==> src/rtl/tcap_pkg.sv <==
package tcap_pkg;

    localparam int MODE_W = 4;

    localparam logic [MODE_W-1:0] M_OFF    = 4'b0000;
    localparam logic [MODE_W-1:0] M_FALL   = 4'b0100;
    localparam logic [MODE_W-1:0] M_RISE   = 4'b0101;
    localparam logic [MODE_W-1:0] M_RISE_A = 4'b0110;
    localparam logic [MODE_W-1:0] M_RISE_B = 4'b0111;

    typedef enum logic [1:0] {
        DIV_ONE = 2'd0,
        DIV_A   = 2'd1,
        DIV_B   = 2'd2
    } div_e;

    function automatic logic is_capture(input logic [MODE_W-1:0] m);
        return (m[3:2] == 2'b01);
    endfunction

    function automatic div_e div_of(input logic [MODE_W-1:0] m);
        if (m == M_RISE_A) return DIV_A;
        if (m == M_RISE_B) return DIV_B;
        return DIV_ONE;
    endfunction

endpackage

==> src/rtl/tcap_sync.sv <==
module tcap_sync #(
    parameter int STAGES = 2
) (
    input  logic clk,
    input  logic rst_n,
    input  logic d_i,
    output logic q_o
);
    logic [STAGES-1:0] sh_d, sh_q;

    generate
        if (STAGES == 1) begin : g_one
            always_comb sh_d = d_i;
        end else begin : g_many
            always_comb sh_d = {sh_q[STAGES-2:0], d_i};
        end
    endgenerate

    always_ff @(posedge clk or negedge rst_n) begin
        if (!rst_n) sh_q <= '0;
        else        sh_q <= sh_d;
    end

    assign q_o = sh_q[STAGES-1];
endmodule

==> src/rtl/tcap_edge.sv <==
module tcap_edge (
    input  logic clk,
    input  logic rst_n,
    input  logic arm_i,
    input  logic lvl_i,
    output logic rise_o,
    output logic fall_o
);
    logic prev_d, prev_q;

    // History follows the level only while armed; otherwise it is held low.
    always_comb begin
        prev_d = arm_i ? lvl_i : 1'b0;
    end

    always_ff @(posedge clk or negedge rst_n) begin
        if (!rst_n) prev_q <= 1'b0;
        else        prev_q <= prev_d;
    end

    assign rise_o = lvl_i & ~prev_q;
    assign fall_o = ~lvl_i & prev_q;

    // history is low one cycle after a disarmed cycle
    p_hist_low_r12: assert property (@(posedge clk) disable iff (!rst_n)
        !arm_i |=> !prev_q);
endmodule

==> src/rtl/tcap_prescale.sv <==
module tcap_prescale #(
    parameter int LOG_A = 2,
    parameter int LOG_B = 4
) (
    input  logic              clk,
    input  logic              rst_n,
    input  logic              clr_i,
    input  tcap_pkg::div_e    sel_i,
    input  logic              ev_i,
    output logic              fire_o
);
    import tcap_pkg::*;

    localparam int CNT_W = (LOG_B > LOG_A) ? LOG_B : LOG_A;
    localparam logic [CNT_W-1:0] LAST_A = CNT_W'((1 << LOG_A) - 1);
    localparam logic [CNT_W-1:0] LAST_B = CNT_W'((1 << LOG_B) - 1);

    logic [CNT_W-1:0] cnt_d, cnt_q;
    logic [CNT_W-1:0] last_cnt;
    logic             at_last;

    always_comb begin
        unique case (sel_i)
            DIV_A:   last_cnt = LAST_A;
            DIV_B:   last_cnt = LAST_B;
            default: last_cnt = '0;
        endcase
        at_last = (cnt_q == last_cnt);
        fire_o  = ev_i && at_last;
        cnt_d   = cnt_q;
        if (clr_i)     cnt_d = '0;
        else if (ev_i) cnt_d = at_last ? '0 : cnt_q + 1'b1;
    end

    always_ff @(posedge clk or negedge rst_n) begin
        if (!rst_n) cnt_q <= '0;
        else        cnt_q <= cnt_d;
    end

    // a clear leaves the count at zero
    p_restart_r10: assert property (@(posedge clk) disable iff (!rst_n)
        clr_i |=> (cnt_q == '0));
    // the count never runs past the selected divisor
    p_count_bound_r4: assert property (@(posedge clk) disable iff (!rst_n)
        (cnt_q <= last_cnt));
endmodule

==> src/rtl/tcap_unit.sv <==
module tcap_unit #(
    parameter int TW          = 16,
    parameter int SYNC_STAGES = 2,
    parameter int LOG_A       = 2,
    parameter int LOG_B       = 4
) (
    input  logic          clk,
    input  logic          rst_n,
    input  logic          mode_wr_i,
    input  logic [3:0]    mode_i,
    input  logic          pin_i,
    input  logic [TW-1:0] timer_i,
    input  logic          flag_clr_i,
    output logic [TW-1:0] capture_o,
    output logic          flag_o
);
    import tcap_pkg::*;

    typedef struct packed {
        logic [MODE_W-1:0] mode;
        logic [TW-1:0]     cap;
        logic              flag;
    } state_t;

    state_t st_d, st_q;

    logic lvl, rise, fall, armed, ev, hit, pre_clr;
    div_e div_sel;

    tcap_sync #(.STAGES(SYNC_STAGES)) u_sync (
        .clk(clk), .rst_n(rst_n), .d_i(pin_i), .q_o(lvl)
    );

    tcap_edge u_edge (
        .clk(clk), .rst_n(rst_n), .arm_i(armed), .lvl_i(lvl),
        .rise_o(rise), .fall_o(fall)
    );

    tcap_prescale #(.LOG_A(LOG_A), .LOG_B(LOG_B)) u_pre (
        .clk(clk), .rst_n(rst_n), .clr_i(pre_clr), .sel_i(div_sel),
        .ev_i(ev), .fire_o(hit)
    );

    always_comb begin
        armed   = is_capture(st_q.mode);
        div_sel = div_of(st_q.mode);
        pre_clr = mode_wr_i || (st_q.mode == M_OFF);
        if (!armed)                   ev = 1'b0;
        else if (st_q.mode == M_FALL) ev = fall;
        else                          ev = rise;

        st_d = st_q;
        if (mode_wr_i)       st_d.mode = mode_i;
        if (hit)             st_d.cap  = timer_i;
        if (hit)             st_d.flag = 1'b1;
        else if (flag_clr_i) st_d.flag = 1'b0;
    end

    always_ff @(posedge clk or negedge rst_n) begin
        if (!rst_n) st_q <= '{mode: M_OFF, cap: '0, flag: 1'b0};
        else        st_q <= st_d;
    end

    assign capture_o = st_q.cap;
    assign flag_o    = st_q.flag;

    // a prescaler hit loads the timer and raises the flag
    p_capture_r7: assert property (@(posedge clk) disable iff (!rst_n)
        hit |=> (flag_o && capture_o == $past(timer_i)));
    // flag holds without a clear
    p_flag_hold_r8: assert property (@(posedge clk) disable iff (!rst_n)
        (flag_o && !flag_clr_i) |=> flag_o);
    // a clear with no hit drops the flag
    p_flag_clear_r8: assert property (@(posedge clk) disable iff (!rst_n)
        (flag_clr_i && !hit) |=> !flag_o);
    // a hit wins over a simultaneous clear
    p_clr_collide_r11: assert property (@(posedge clk) disable iff (!rst_n)
        (flag_clr_i && hit) |=> flag_o);
    // non-capture codes never produce a hit
    p_idle_r6: assert property (@(posedge clk) disable iff (!rst_n)
        !is_capture(st_q.mode) |-> !hit);
    // the register changes only on a hit
    p_cap_stable_r9: assert property (@(posedge clk) disable iff (!rst_n)
        !hit |=> $stable(capture_o));
endmodule

==> config.mk <==
export PLATFORM = sky130hd
export DESIGN_NAME = tcap_unit
export DESIGN_NICKNAME = d
export VERILOG_FILES = /design/src/rtl/tcap_pkg.sv /design/src/rtl/tcap_sync.sv /design/src/rtl/tcap_edge.sv /design/src/rtl/tcap_prescale.sv /design/src/rtl/tcap_unit.sv
export SDC_FILE = /design/constraint.sdc
export NUM_CORES = 1
export LEC_CHECK = 0
export ABC_AREA = 0
export CAP_MARGIN = 20
export CORE_MARGIN = 1.5
export CORE_UTILIZATION = 35
export CTS_CLUSTER_DIAMETER = 120
export DETAILED_ROUTE_END_ITERATION = 8
export DONT_BUFFER_PORTS = 1
export PLACE_DENSITY = 0.55
export SYNTH_ARGS = -nofsm -noshare
export SYNTH_HDL_FRONTEND = slang
export SYNTH_SLANG_ARGS = --single-unit
==> constraint.sdc <==
create_clock -name clk -period 2.2 [get_ports clk]
set_input_delay 0.22 -clock clk [delete_from_list [all_inputs] [get_ports clk]]
set_output_delay 0.22 -clock clk [all_outputs]
set_load 0.01 [all_outputs]
# After elaboration in Yosys (flattened, before gate mapping)
# Index checks and enable logic that the tools add are counted.
# word_totals
register_bits	28
input_bits	25
out_inout_bits	17
# classes
add_sub_neg	1
n_eq_ne	7
muxes	16
n_bitwise	4
reduce_logical	5
# op_table
operator	n
$eq 4x3->1 const B	3
$mux 4	3
$mux 1	8
$mux 2	4
$pmux 4 s2	1
$add 4x1->4 const B	1
$eq 2x1->1 const B	2
$eq 4x4->1	1
$logic_not 4->1	1
$reduce_bool 2->1	2
$and 1x1->1	2
$eq 2x2->1 const B	1
$not 1->1	2
$logic_and 1x1->1	1
$logic_or 1x1->1	1

# Logic depth before layout (Yosys ltp)
# Gate-level depths: netlist of run 1.
# depth
ltp_word	11
ltp_mapped	5
ltp_nobuf	4

# Cells and area by module
# From an unflattened synthesis of run 1, not the netlist that was laid out.
# unflattened
hier_cells	106
area_unflattened_um2	1385.1
# by_module_without_submodules
mod	n_inst	cells_each	area_each_um2	seq_area_each_um2
tcap_unit	1	69	1003.5	525.5
tcap_prescale	1	31	287.8	100.1
tcap_sync	1	2	50.0	50.0
tcap_edge	1	4	43.8	25.0

# Least setup slack after synthesis of run 1
# OpenSTA, ideal clock, no wires.
# synth_timing
kind	register to register
start	register st_q[18] (netlist bit)
end	register st_q (netlist bit capture_o[10])
setup_time_ps	125
arrival_time_ps	2073
required_ps	2075
slack_ps	2
stages_incl_launch_ff	6
synth_period_minus_slack_ps	2198
path_cell_list	dfrtp_1 or4b_1 o21a_2 nor4_4 buf_8 mux2_4
# synth_via
elab_chain_len	9
elab_cells_between_ends	16
classes_between	6 x eq/ne; 9 x mux; 1 x reduce/logical
# synth_lines
item	line	text
from (decl)	tcap_unit.sv:25	state_t st_d, st_q;
from (signal assigned)	tcap_unit.sv:60	if (!rst_n) st_q <= '{mode: M_OFF, cap: '0, flag: 1'b0};
from (signal assigned)	tcap_unit.sv:61	else st_q <= st_d;
$eq 4x3->1	tcap_pkg.sv:23	if (m == M_RISE_B) return DIV_B;
$mux 1 (2 in series)	tcap_pkg.sv:23	
$mux 2	tcap_pkg.sv:24	return DIV_ONE;
$mux 2	tcap_pkg.sv:23	
$eq 2x2->1 / $eq 2x1->1 (equally long branches)	tcap_prescale.sv:23	unique case (sel_i)
$pmux 4 s2	tcap_prescale.sv:23	
$eq 4x4->1	tcap_prescale.sv:28	at_last = (cnt_q == last_cnt);
$logic_and 1x1->1 *	tcap_prescale.sv:29	fire_o = ev_i && at_last;
# Mark *: on every way between the ends. The rest lies on a longest branch, timed or not. The select of a mux whose other input is x is not followed.
# A chain may end at the register's enable or synchronous reset.

# Worst setup path in the final report of run 1
# layout_timing
start	register st_q[18] (netlist bit)
end	register st_q (netlist bit capture_o[3])
# The elaborated chain is that of the path after synthesis.

==> flow_summary_export.csv, run 1 <==
group,metric,value,unit
route,top_signal_layer_used,"met4",
die,floorplan.rows,22,
placed_design,detail_placement_hpwl,1530,um
synth,post_synth_main_area_contributors,"dfrtp_1 51%, mux2_4 9.9%, mux2_2 9.1%, buf_4 8.8%, o21ai_0 1.8%",
clocking,clk_latency,0.27,ns
synth,count_of_unique_library_cells_instantiated_by_yosys,27,
placed_design,place_congestion,0.895,
synth,ys.flop_type,"dfrtp_1",
job,cap_viol_max_count,0,
synth,post_synth_inst_count,104,
clocking,cts.sink_count,28,
timing,report.final.setup_viol,0,
route,met2_wirelength,1100,um
power,vdd_ir_drop_max,0.000383,V
synth,synth_enable_flop_cells,0,
die,floorplan.die.height,65.4,um
global_route,grt-ovfl-total,0,
die,die_outline_area,4270,sq um
critical_path,path_cells,"or4b_1 -> o21a_2 -> nor4_4 -> buf_4 -> buf_12 -> mux2_2",
critical_path,critPathKind,"reg -> reg",
die,design.portCount,42,
critical_path,worstPathRequired,2.35,ns
global_route,total_routing_usage_gr,0.107,
timing,post-route-min-period,2.04,ns
timing,setup_tns,0,ns
route,drc,0,
global_route,first_pass_grt_wire_length,3440,um
route,met3RoutedLength,121,um
critical_path,worst_setup_sp_type,"flop",
power,power_per_unit_of_standard_cell_area,970,nW/um^2
finish,areaGrowthSynthToFinish,5.33,%
timing,final_min_period_over_clock_period,0.926,
die,fp.coreArea,3690,sq um
synth,synth.yosys.warnings,0,
clocking,clockBufferDepth,2,
route,drtAntennaViolNets,0,
finish,layout-drive-gt1-share,0.330,
clocking,cts_repair_resize_count,0,
timing,max-slew-margin-rel,0.687,
power,power.static_leakage,0.000620,uW
route,post_drt_via_cell_ratio,4.97,
timing,clock-skew-final,0.00414,ns
critical_path,slowest_library_cell_on_the_worst_path,"or4b_1",
finish,finish.net_count,124,
synth,postSynth.asyncResetShare,1.00,
timing,worstMarginPinSlew,0.457,ns
finish,num_antenna_cells,0,
clocking,tritoncts_clock_tree,"done",
synth,ys_seq_area_frac,0.515,
clocking,cts-root-buf,"clkbuf_8",
route,routed-via-count,721,
die,starting_density,0.369,
route,initialDrtViolationCount,18,
die,floorplan.die.width,65.4,um
critical_path,critical-path-max-stage-delay,0.54,ns
synth,syn_avg_cell_area,13.1,sq um
critical_path,worst-endpoint-arrival,2.19,ns
route,detail_route.wl_per_cell,14.8,um
synth,netlist.area_leader.share,0.515,
synth,synth_seq_cells,28,
finish,final_area,1430,sq um
route,routed_wl,2140,um
clocking,cts_buffers,3,
global_route,antenna_found_initial,0,
placed_design,post_dp_cell_area,1310,sq um
synth,synth.net_count,130,
timing,finalMaxSlewViolations,0,
global_route,first_global_vias,765,
outcome,outcome,"finished clean",
clocking,htree_levels,1,
synth,synth_top_cell_by_area,"dfrtp_1",
worst_hold_path,type_of_the_tightest_min_delay_check,"in -> reg",
power,design_power_total,1390,uW
placed_design,io_buffer_count,0,
critical_path,worst_setup_path_end_kind,"flop",
critical_path,crit_path_from,"st_q[18]",
timing,hold_violations,0,
global_route,grt_start_max_net_pins,29,
synth,synth_area,1360,sq um
timing,rsz_0062_raised_after_global_routing,"false",
route,route.layer.met1.wl,904,um
timing,achievable-frequency,491,MHz
clocking,cts.reportedPaths.clkPinSlew,0.09,ns
route,detail_route.first_pass.iterations,4,
worst_hold_path,worstHoldStart,"timer_i[10]",
critical_path,crit_fanout,9,
critical_path,timing.rr.start,"st_q[18]",
-- placed cells by master, fill, tap and decap left out --
cell type,netlist,layout
o21ai_0,5,5
dfrtp_1,28,28
clkbuf_8,0,4
and2_1,3,3
nand4b_1,1,1
dlygate4sd3_1,0,2
o21a_2,1,1
or4_2,1,1
nor2b_1,3,3
buf_4,16,1
mux2_4,9,9
nand2_1,1,1
nor2_1,4,4
a21o_2,1,1
a21o_1,1,1
buf_12,0,2
clkbuf_16,0,1
inv_1,2,2
or4b_1,1,1
mux2i_1,2,2
nor4_4,1,1
nand2b_1,2,2
ha_1,1,1
o31ai_1,1,1
mux2_2,11,11
o2111ai_1,2,2
nand3b_1,1,1
a31oi_1,1,1
a21oi_1,3,3
nand3_1,1,1
-- report_power, final --
part / switching [uW] / internal (uW)
clock: 147 / 160
combinational: 77.8 / 178
sequential: 169 / 660
total: 395 / 997
-- state kept, by name (all words and copies together) (netlist names) --
name and cells:
u_pre.cnt_q 4, u_edge.prev_q 1, capture_o 16, u_sync.sh_q 2
flag_o 1, st_q 4
-- per-stage QoR --
step | instances | util | setup slack (ns) | hold slack, ns
6_report | 145 | 0.389 | 0.162 | 0.0906
5_1_grt | 145 | 0.389 | 0.0899 | 0.0736
3_5_place_dp | 136 | 0.354 | 0.0689 | -0.0744
4_1_cts | 143 | 0.380 | 0.0598 | 0.0825
2_1_floorplan | 104 | - | 0.00152 | -0.0756
3_3_place_gp | 136 | 0.354 | 0.122 | -0.0744
-- final cells by class --
| class | instances | area, sq um |
|---|---|---|
| inverters | 2 | 7.51 |
| fillers | 372 | 2250 |
| flip-flops and latches | 28 | 701 |
| clock buffers | 4 | 55.1 |
| repair buffers | 6 | 92.6 |
| well taps | 48 | 60.1 |
| multi-input cells | 57 | 518 |
-- metal layers --
metal | global-route usage | vias up
li1 | - | 332
met1 | 0.115 | 362
met2 | 0.190 | 25
met3 | 0.0291 | 2
met4 | 0.0547 | 0
met5 | 0 | -
-- synthesized netlist by cell type (all sizes together) (2+ instances only) --
cell and n:
dfrtp 28, mux2 20, buf 17, o21ai 5, nor2 4, a21oi 3
and2 3, nor2b 3, a21o 2, inv 2, mux2i 2, nand2b 2
o2111ai 2
-- repair_timing --
item	in CTS	in global routing
endpoints found under the hold margin	29	0
hold buffers	3	0
buffers inserted	0	1
endpoints found under the setup margin	0	7
-- final timing paths --
path	to	slack, ns	depth (start not counted)
hold reg to reg	u_sync.sh_q[1]	0.36	0
min in group asynchronous	st_q[20]	0.39	2
setup / recovery	capture_o[3]	0.16	6
max in group asynchronous	capture_o[0]	1.66	2
setup reg to reg	capture_o[3]	0.16	6
hold / removal	capture_o[10]	0.09	1
-- worst max-delay path: cells and delay by family, from the launching register on --
kind | cells | cell delay, ns
AO/OA/AOI/OAI | 1 | 0.18
buffers and inverters | 2 | 0.31
flip-flops | 1 | 0.42
multiplexers | 1 | 0.33
AND/OR/NAND/NOR | 2 | 0.67
-- cell families after synthesis --
family	share of synthesized area
flip-flops	0.515
buffers and inverters	0.105
AND/OR/NAND/NOR	0.0956
multiplexers	0.205
adder cells (fa/ha/maj)	0.00919
AO/OA/AOI/OAI	0.0708
No activity file was read; power rests on OpenSTA's default activity.
==> inputs of run 2 (changes only) <==
- CELL_PAD_IN_SITES_DETAIL_PLACEMENT: unset -> 1
- CELL_PAD_IN_SITES_GLOBAL_PLACEMENT: unset -> 1
- PLACE_DENSITY: 0.55 -> 0.65
==> flow_summary_export.csv, run 2 (synthesis gave the netlist of run 1 again) <==
group,metric,value,unit
outcome,outcome,"finished clean",
timing,post-route-min-period,2.07,ns
route,routed_wl,2460,um
die,fp.coreArea,3690,sq um
die,floorplan.rows,22,
finish,num_antenna_cells,0,
critical_path,worst_setup_path_end_kind,"flop",
die,design.portCount,42,
clocking,clockBufferDepth,2,
die,starting_density,0.369,
critical_path,path_cells,"or4b_1 -> o21a_2 -> nor4_4 -> buf_4 -> buf_12 -> mux2_2",
global_route,antenna_found_initial,0,
critical_path,critical-path-max-stage-delay,0.55,ns
route,initialDrtViolationCount,7,
timing,achievable-frequency,484,MHz
route,post_drt_via_cell_ratio,5.03,
clocking,clk_latency,0.27,ns
clocking,htree_levels,1,
route,detail_route.wl_per_cell,16.9,um
finish,fill_cells,404,
placed_design,post_dp_cell_area,1310,sq um
placed_design,io_buffer_count,0,
placed_design,place_congestion,0.771,
timing,setup_tns,0,ns
global_route,grt-ovfl-total,0,
clocking,tritoncts_clock_tree,"done",
critical_path,worst-endpoint-arrival,2.23,ns
die,floorplan.die.width,65.4,um
clocking,cts_buffers,3,
route,drc,0,
power,power_per_unit_of_standard_cell_area,979,nW/um^2
power,vdd_ir_drop_max,0.000417,V
die,floorplan.die.height,65.4,um
finish,finish.net_count,124,
global_route,first_global_vias,808,
job,cap_viol_max_count,0,
clocking,cts_repair_resize_count,0,
critical_path,worst_setup_sp_type,"flop",
timing,clock-skew-final,0.00587,ns
route,drtAntennaViolNets,0,
global_route,total_routing_usage_gr,0.115,
clocking,cts.sink_count,28,
finish,areaGrowthSynthToFinish,5.33,%
global_route,first_pass_grt_wire_length,3730,um
critical_path,worstPathRequired,2.36,ns
timing,hold_violations,0,
finish,layout.cells.most_common_list,"28 x dfrtp_1, 11 x mux2_2, 9 x mux2_4, 5 x o21ai_0",
route,routed-via-count,730,
route,detail_route.first_pass.iterations,4,
critical_path,slowest_library_cell_on_the_worst_path,"or4b_1",
timing,final_min_period_over_clock_period,0.940,
timing,rsz_0062_raised_after_global_routing,"false",
timing,finalMaxSlewViolations,0,
timing,worstMarginPinSlew,0.490,ns
clocking,cts-root-buf,"clkbuf_8",
clocking,cts.reportedPaths.clkPinSlew,0.10,ns
timing,max-slew-margin-rel,0.664,
power,power.static_leakage,0.000620,uW
critical_path,critPathKind,"reg -> reg",
die,die_outline_area,4270,sq um
finish,layout_commonest_cell,"dfrtp_1",
critical_path,crit_fanout,9,
worst_hold_path,type_of_the_tightest_min_delay_check,"in -> reg",
finish,largest_reg_flops,16,
timing,report.final.setup_viol,0,
global_route,grt_start_max_net_pins,29,
finish,final_area,1430,sq um
finish,layout-drive-gt1-share,0.330,
-- run 2: cell counts in the layout (fill, tap and decap cells not counted) --
Identical to the previous run, type by type.
-- run 2: cell type report --
| cell class | instances | area (sq um) | share of cell area |
|---|---|---|---|
| inverters | 2 | 7.51 | 0.00524 |
| clock buffers | 4 | 55.1 | 0.0384 |
| well taps | 48 | 60.1 | 0.0419 |
| repair buffers | 6 | 92.6 | 0.0646 |
| multi-input cells | 57 | 518 | 0.361 |
| flip-flops and latches | 28 | 701 | 0.489 |
-- run 2: worst paths after layout --
check                      cells after the start      startpoint  slack, ns        endpoint
setup reg to reg                               6        st_q[18]       0.13   capture_o[15]
min in group asynchronous                      2           rst_n       0.38        st_q[20]
setup / recovery                               6        st_q[18]       0.13   capture_o[15]
max in group asynchronous                      2           rst_n       1.66    capture_o[3]
hold reg to reg                                0  u_sync.sh_q[0]       0.37  u_sync.sh_q[1]
hold / removal                                 1      timer_i[5]       0.09    capture_o[5]
-- run 2: metal layers --
layer | share of wire | GRT usage | wire, um | vias up
met5 | 0 | 0 | 0 | -
met1 | 0.40 | 0.137 | 982 | 372
met2 | 0.54 | 0.205 | 1330 | 21
li1 | - | - | - | 335
met3 | 0.056 | 0.0257 | 137 | 2
met4 | 0.0033 | 0.0391 | 8 | 0
-- run 2: what timing repair did --
item,in CTS,in global routing
buffers inserted,0,1
hold buffers,3,0
setup endpoints to repair,0,8
endpoints found under the hold margin,29,0
-- run 2: critical path: cells and delay by family (launching register included) --
family	cells	cell delay (ns)
AND/OR/NAND/NOR	2	0.69
buffers and inverters	2	0.31
flip-flops	1	0.43
multiplexers	1	0.33
AO/OA/AOI/OAI	1	0.18
-- run 2: through the flow --
stage / worst slack (ns) / instances / power [uW] / utilization / hold slack, ns
after floorplan: 0.00152 / 104 / 1200 / - / -0.0756
after global placement: 0.125 / 136 / 1060 / 0.354 / -0.0744
after detailed placement: 0.0576 / 136 / 1080 / 0.354 / -0.0744
after CTS: 0.0403 / 143 / 1410 / 0.380 / 0.0824
after global routing: 0.0463 / 145 / 1480 / 0.389 / 0.0718
final: 0.132 / 145 / 1400 / 0.389 / 0.0878
-- run 2: power breakdown --
group          internal, uW  switching (uW)  total, uW
clock                   160             154        314
combinational           178            80.3        258
sequential              659             172        832
==> inputs of run 3 (changes only) <==
- SYNTH_HIERARCHICAL: unset -> 1
==> flow_summary_export.csv, run 3 <==
group,metric,value,unit
outcome,outcome,"finished with violations",
outcome,failed_checks,"setup timing",
power,power_per_unit_of_standard_cell_area,922,nW/um^2
finish,finish.net_count,139,
clocking,clockBufferDepth,2,
job,cap_viol_max_count,0,
critical_path,crit_fanout,4,
critical_path,worst_setup_path_end_kind,"flop",
timing,worstMarginPinSlew,0.371,ns
placed_design,io_buffer_count,0,
power,power.static_leakage,0.000724,uW
timing,finalMaxSlewViolations,0,
die,die_outline_area,4340,sq um
timing,clock-skew-final,0.00841,ns
global_route,grt_start_max_net_pins,29,
route,initialDrtViolationCount,9,
synth,post_synth_main_area_contributors,"dfrtp_1 51%, mux2_4 9.8%, mux2_2 9.8%, buf_4 8.7%, ha_1 1.8%",
synth,netlist.area_leader.share,0.506,
clocking,cts.sink_count,28,
clocking,cts.reportedPaths.clkPinSlew,0.09,ns
worst_hold_path,whs_endpoint,"capture_o[12]",
placed_design,detail_placement_hpwl,1800,um
critical_path,timing.rr.start,"st_q[20]",
synth,synth_seq_cells,28,
timing,hold_violations,0,
synth,area_fraction_in_compound_gates_after_synthesis,0.0488,
synth,yosys.area_share.simple,0.104,
worst_hold_path,type_of_the_tightest_min_delay_check,"in -> reg",
worst_hold_path,worstHoldStart,"timer_i[12]",
power,vdd_ir_drop_max,0.000587,V
synth,ys_seq_area_frac,0.506,
route,drtAntennaViolNets,0,
clocking,cts_buffers,3,
synth,synth_xor_xnor_area_share,0,
synth,synth.cells.most_frequent,"28 x dfrtp_1, 16 x buf_4, 12 x mux2_2",
finish,largest_reg_flops,16,
finish,areaGrowthSynthToFinish,16.4,%
worst_hold_path,hold_depth,1,
synth,synth_enable_flop_cells,0,
route,post_drt_via_cell_ratio,4.94,
finish,final_core_util,0.431,
route,detail_route.first_pass.iterations,3,
finish,fill_cells,405,
timing,rsz_0062_raised_after_global_routing,"true",
clocking,tritoncts_clock_tree,"done",
route,routed-via-count,785,
global_route,antenna_found_initial,0,
critical_path,critical_path.reg2reg.endpoint,"capture_o[4]",
die,starting_density,0.370,
finish,layout.cells.most_common_list,"28 x dfrtp_1, 16 x mux2_4, 14 x buf_4, 5 x mux2_2",
die,floorplan.rows,22,
critical_path,rr_worst_depth,9,
finish,num_antenna_cells,0,
synth,count_of_unique_library_cells_instantiated_by_yosys,32,
synth,ys.flop_type,"dfrtp_1",
synth,syn_avg_cell_area,13.1,sq um
synth,synth_top_cell_by_area,"dfrtp_1",
synth,yosys-mux-area-fraction,0.202,
route,drc,0,
synth,synth.yosys.warnings,6,
synth,postSynth.asyncResetShare,1.00,
clocking,cts-root-buf,"clkbuf_8",
global_route,first_global_vias,869,
synth,synth.net_count,133,
global_route,total_routing_usage_gr,0.129,
critical_path,critPathKind,"reg -> reg",
synth,synth_area,1390,sq um
die,fp.coreArea,3740,sq um
clocking,htree_levels,1,
die,floorplan.die.width,65.9,um
finish,layout_commonest_cell,"dfrtp_1",
timing,post-route-min-period,2.40,ns
route,routed_wl,2710,um
synth,synth_top_family_by_area,"multiplexers",
synth,synth_most_common_cell,"dfrtp_1",
critical_path,worstPathRequired,2.36,ns
placed_design,dp_cells,147,
route,detail_route.wl_per_cell,17.0,um
critical_path,setup.reg_to_reg.worst_slack,-0.20,ns
timing,holdWs,0.0870,ns
critical_path,worst_setup_sp_type,"flop",
timing,report.final.setup_viol,16,
die,design.portCount,42,
global_route,grt-ovfl-total,0,
timing,max-slew-margin-rel,0.749,
die,floorplan.die.height,65.9,um
clocking,clk_latency,0.27,ns
placed_design,place_congestion,0.667,
synth,post_synth_inst_count,106,
synth,synth_adder_area_share,0.0181,
finish,post_layout_nonfiller_instances,159,
critical_path,worst-endpoint-arrival,2.56,ns
timing,final.setup.worst_slack,-0.201,ns
timing,final_min_period_over_clock_period,1.09,
global_route,first_pass_grt_wire_length,4110,um
timing,achievable-frequency,417,MHz
finish,layout-drive-gt1-share,0.450,
-- run 3: cell count changes after synthesis, moves of 2 or more --
cell and delta:
a21oi_1 -2, nand2_1 +3, nor2_1 -2, o2111ai_1 -2, o21ai_0 -3, or3b_1 +2
-- run 3: layer usage --
layer | wire length, um | vias up | part of all wire | GRT usage
li1 | - | 360 | - | -
met1 | 1050 | 396 | 0.39 | 0.149
met2 | 1490 | 27 | 0.55 | 0.230
met3 | 149 | 2 | 0.055 | 0.0477
met4 | 18 | 0 | 0.0067 | 0.0234
met5 | 0 | - | 0 | 0
-- run 3: worst max-delay path by stage --
stage | startpoint | to | cells past startpoint
6_report | st_q[20] | capture_o[4] | 9
5_1_grt | st_q[20] | capture_o[4] | 9
4_1_cts | st_q[20] | capture_o[10] | 9
3_5_place_dp | st_q[20] | capture_o[13] | 9
3_3_place_gp | st_q[20] | capture_o[11] | 9
2_1_floorplan | st_q[20] | capture_o[0] | 10
-- run 3: logic make-up after synthesis --
kind of cell             Yosys count
flip-flops                        28
AND/OR/NAND/NOR                   23
buffers and inverters             22
multiplexers                      22
AO/OA/AOI/OAI                      9
adder cells (fa/ha/maj)            2
-- run 3: repair_timing --
item                                   in CTS  in global routing
gates cloned                                1                  1
endpoints found under the hold margin      29                  0
setup buffers                               2                  1
pin swaps                                   1                  2
hold buffers                                3                  0
setup endpoints to repair                  16                 17
gates resized for setup                     6                  9
-- run 3: through the flow --
step	power (uW)	setup TNS (ns)	cell area (sq um)	setup WS, ns
after detailed placement	1100	-3.19	1390	-0.232
final	1490	-2.82	1610	-0.201
after global routing	1570	-4.30	1610	-0.291
after floorplan	1200	-1.98	1390	-0.168
after global placement	1080	-2.11	1390	-0.150
after CTS	1470	-2.66	1540	-0.191
-- run 3: cell type report --
cell class	count	area (sq um)	area share
clock buffers	4	55.1	0.0341
multi-input cells	56	568	0.352
repair buffers	20	218	0.135
inverters	3	11.3	0.00698
flip-flops and latches	28	701	0.434
well taps	48	60.1	0.0372
-- run 3: where the power goes --
group	internal (uW)	total, uW	switching (uW)
sequential	659	829	170
clock	160	312	152
combinational	253	346	93.5
total	1070	1490	416
-- run 3: critical path, stage by stage (launching register included) --
cell	delay, ns
dfrtp_1	0.41
nor2b_4	0.13
and3b_1	0.18
inv_2	0.05
ha_4	0.26
or3b_4	0.37
a22oi_2	0.18
and2_4	0.24
clkbuf_16	0.17
mux2_4	0.29
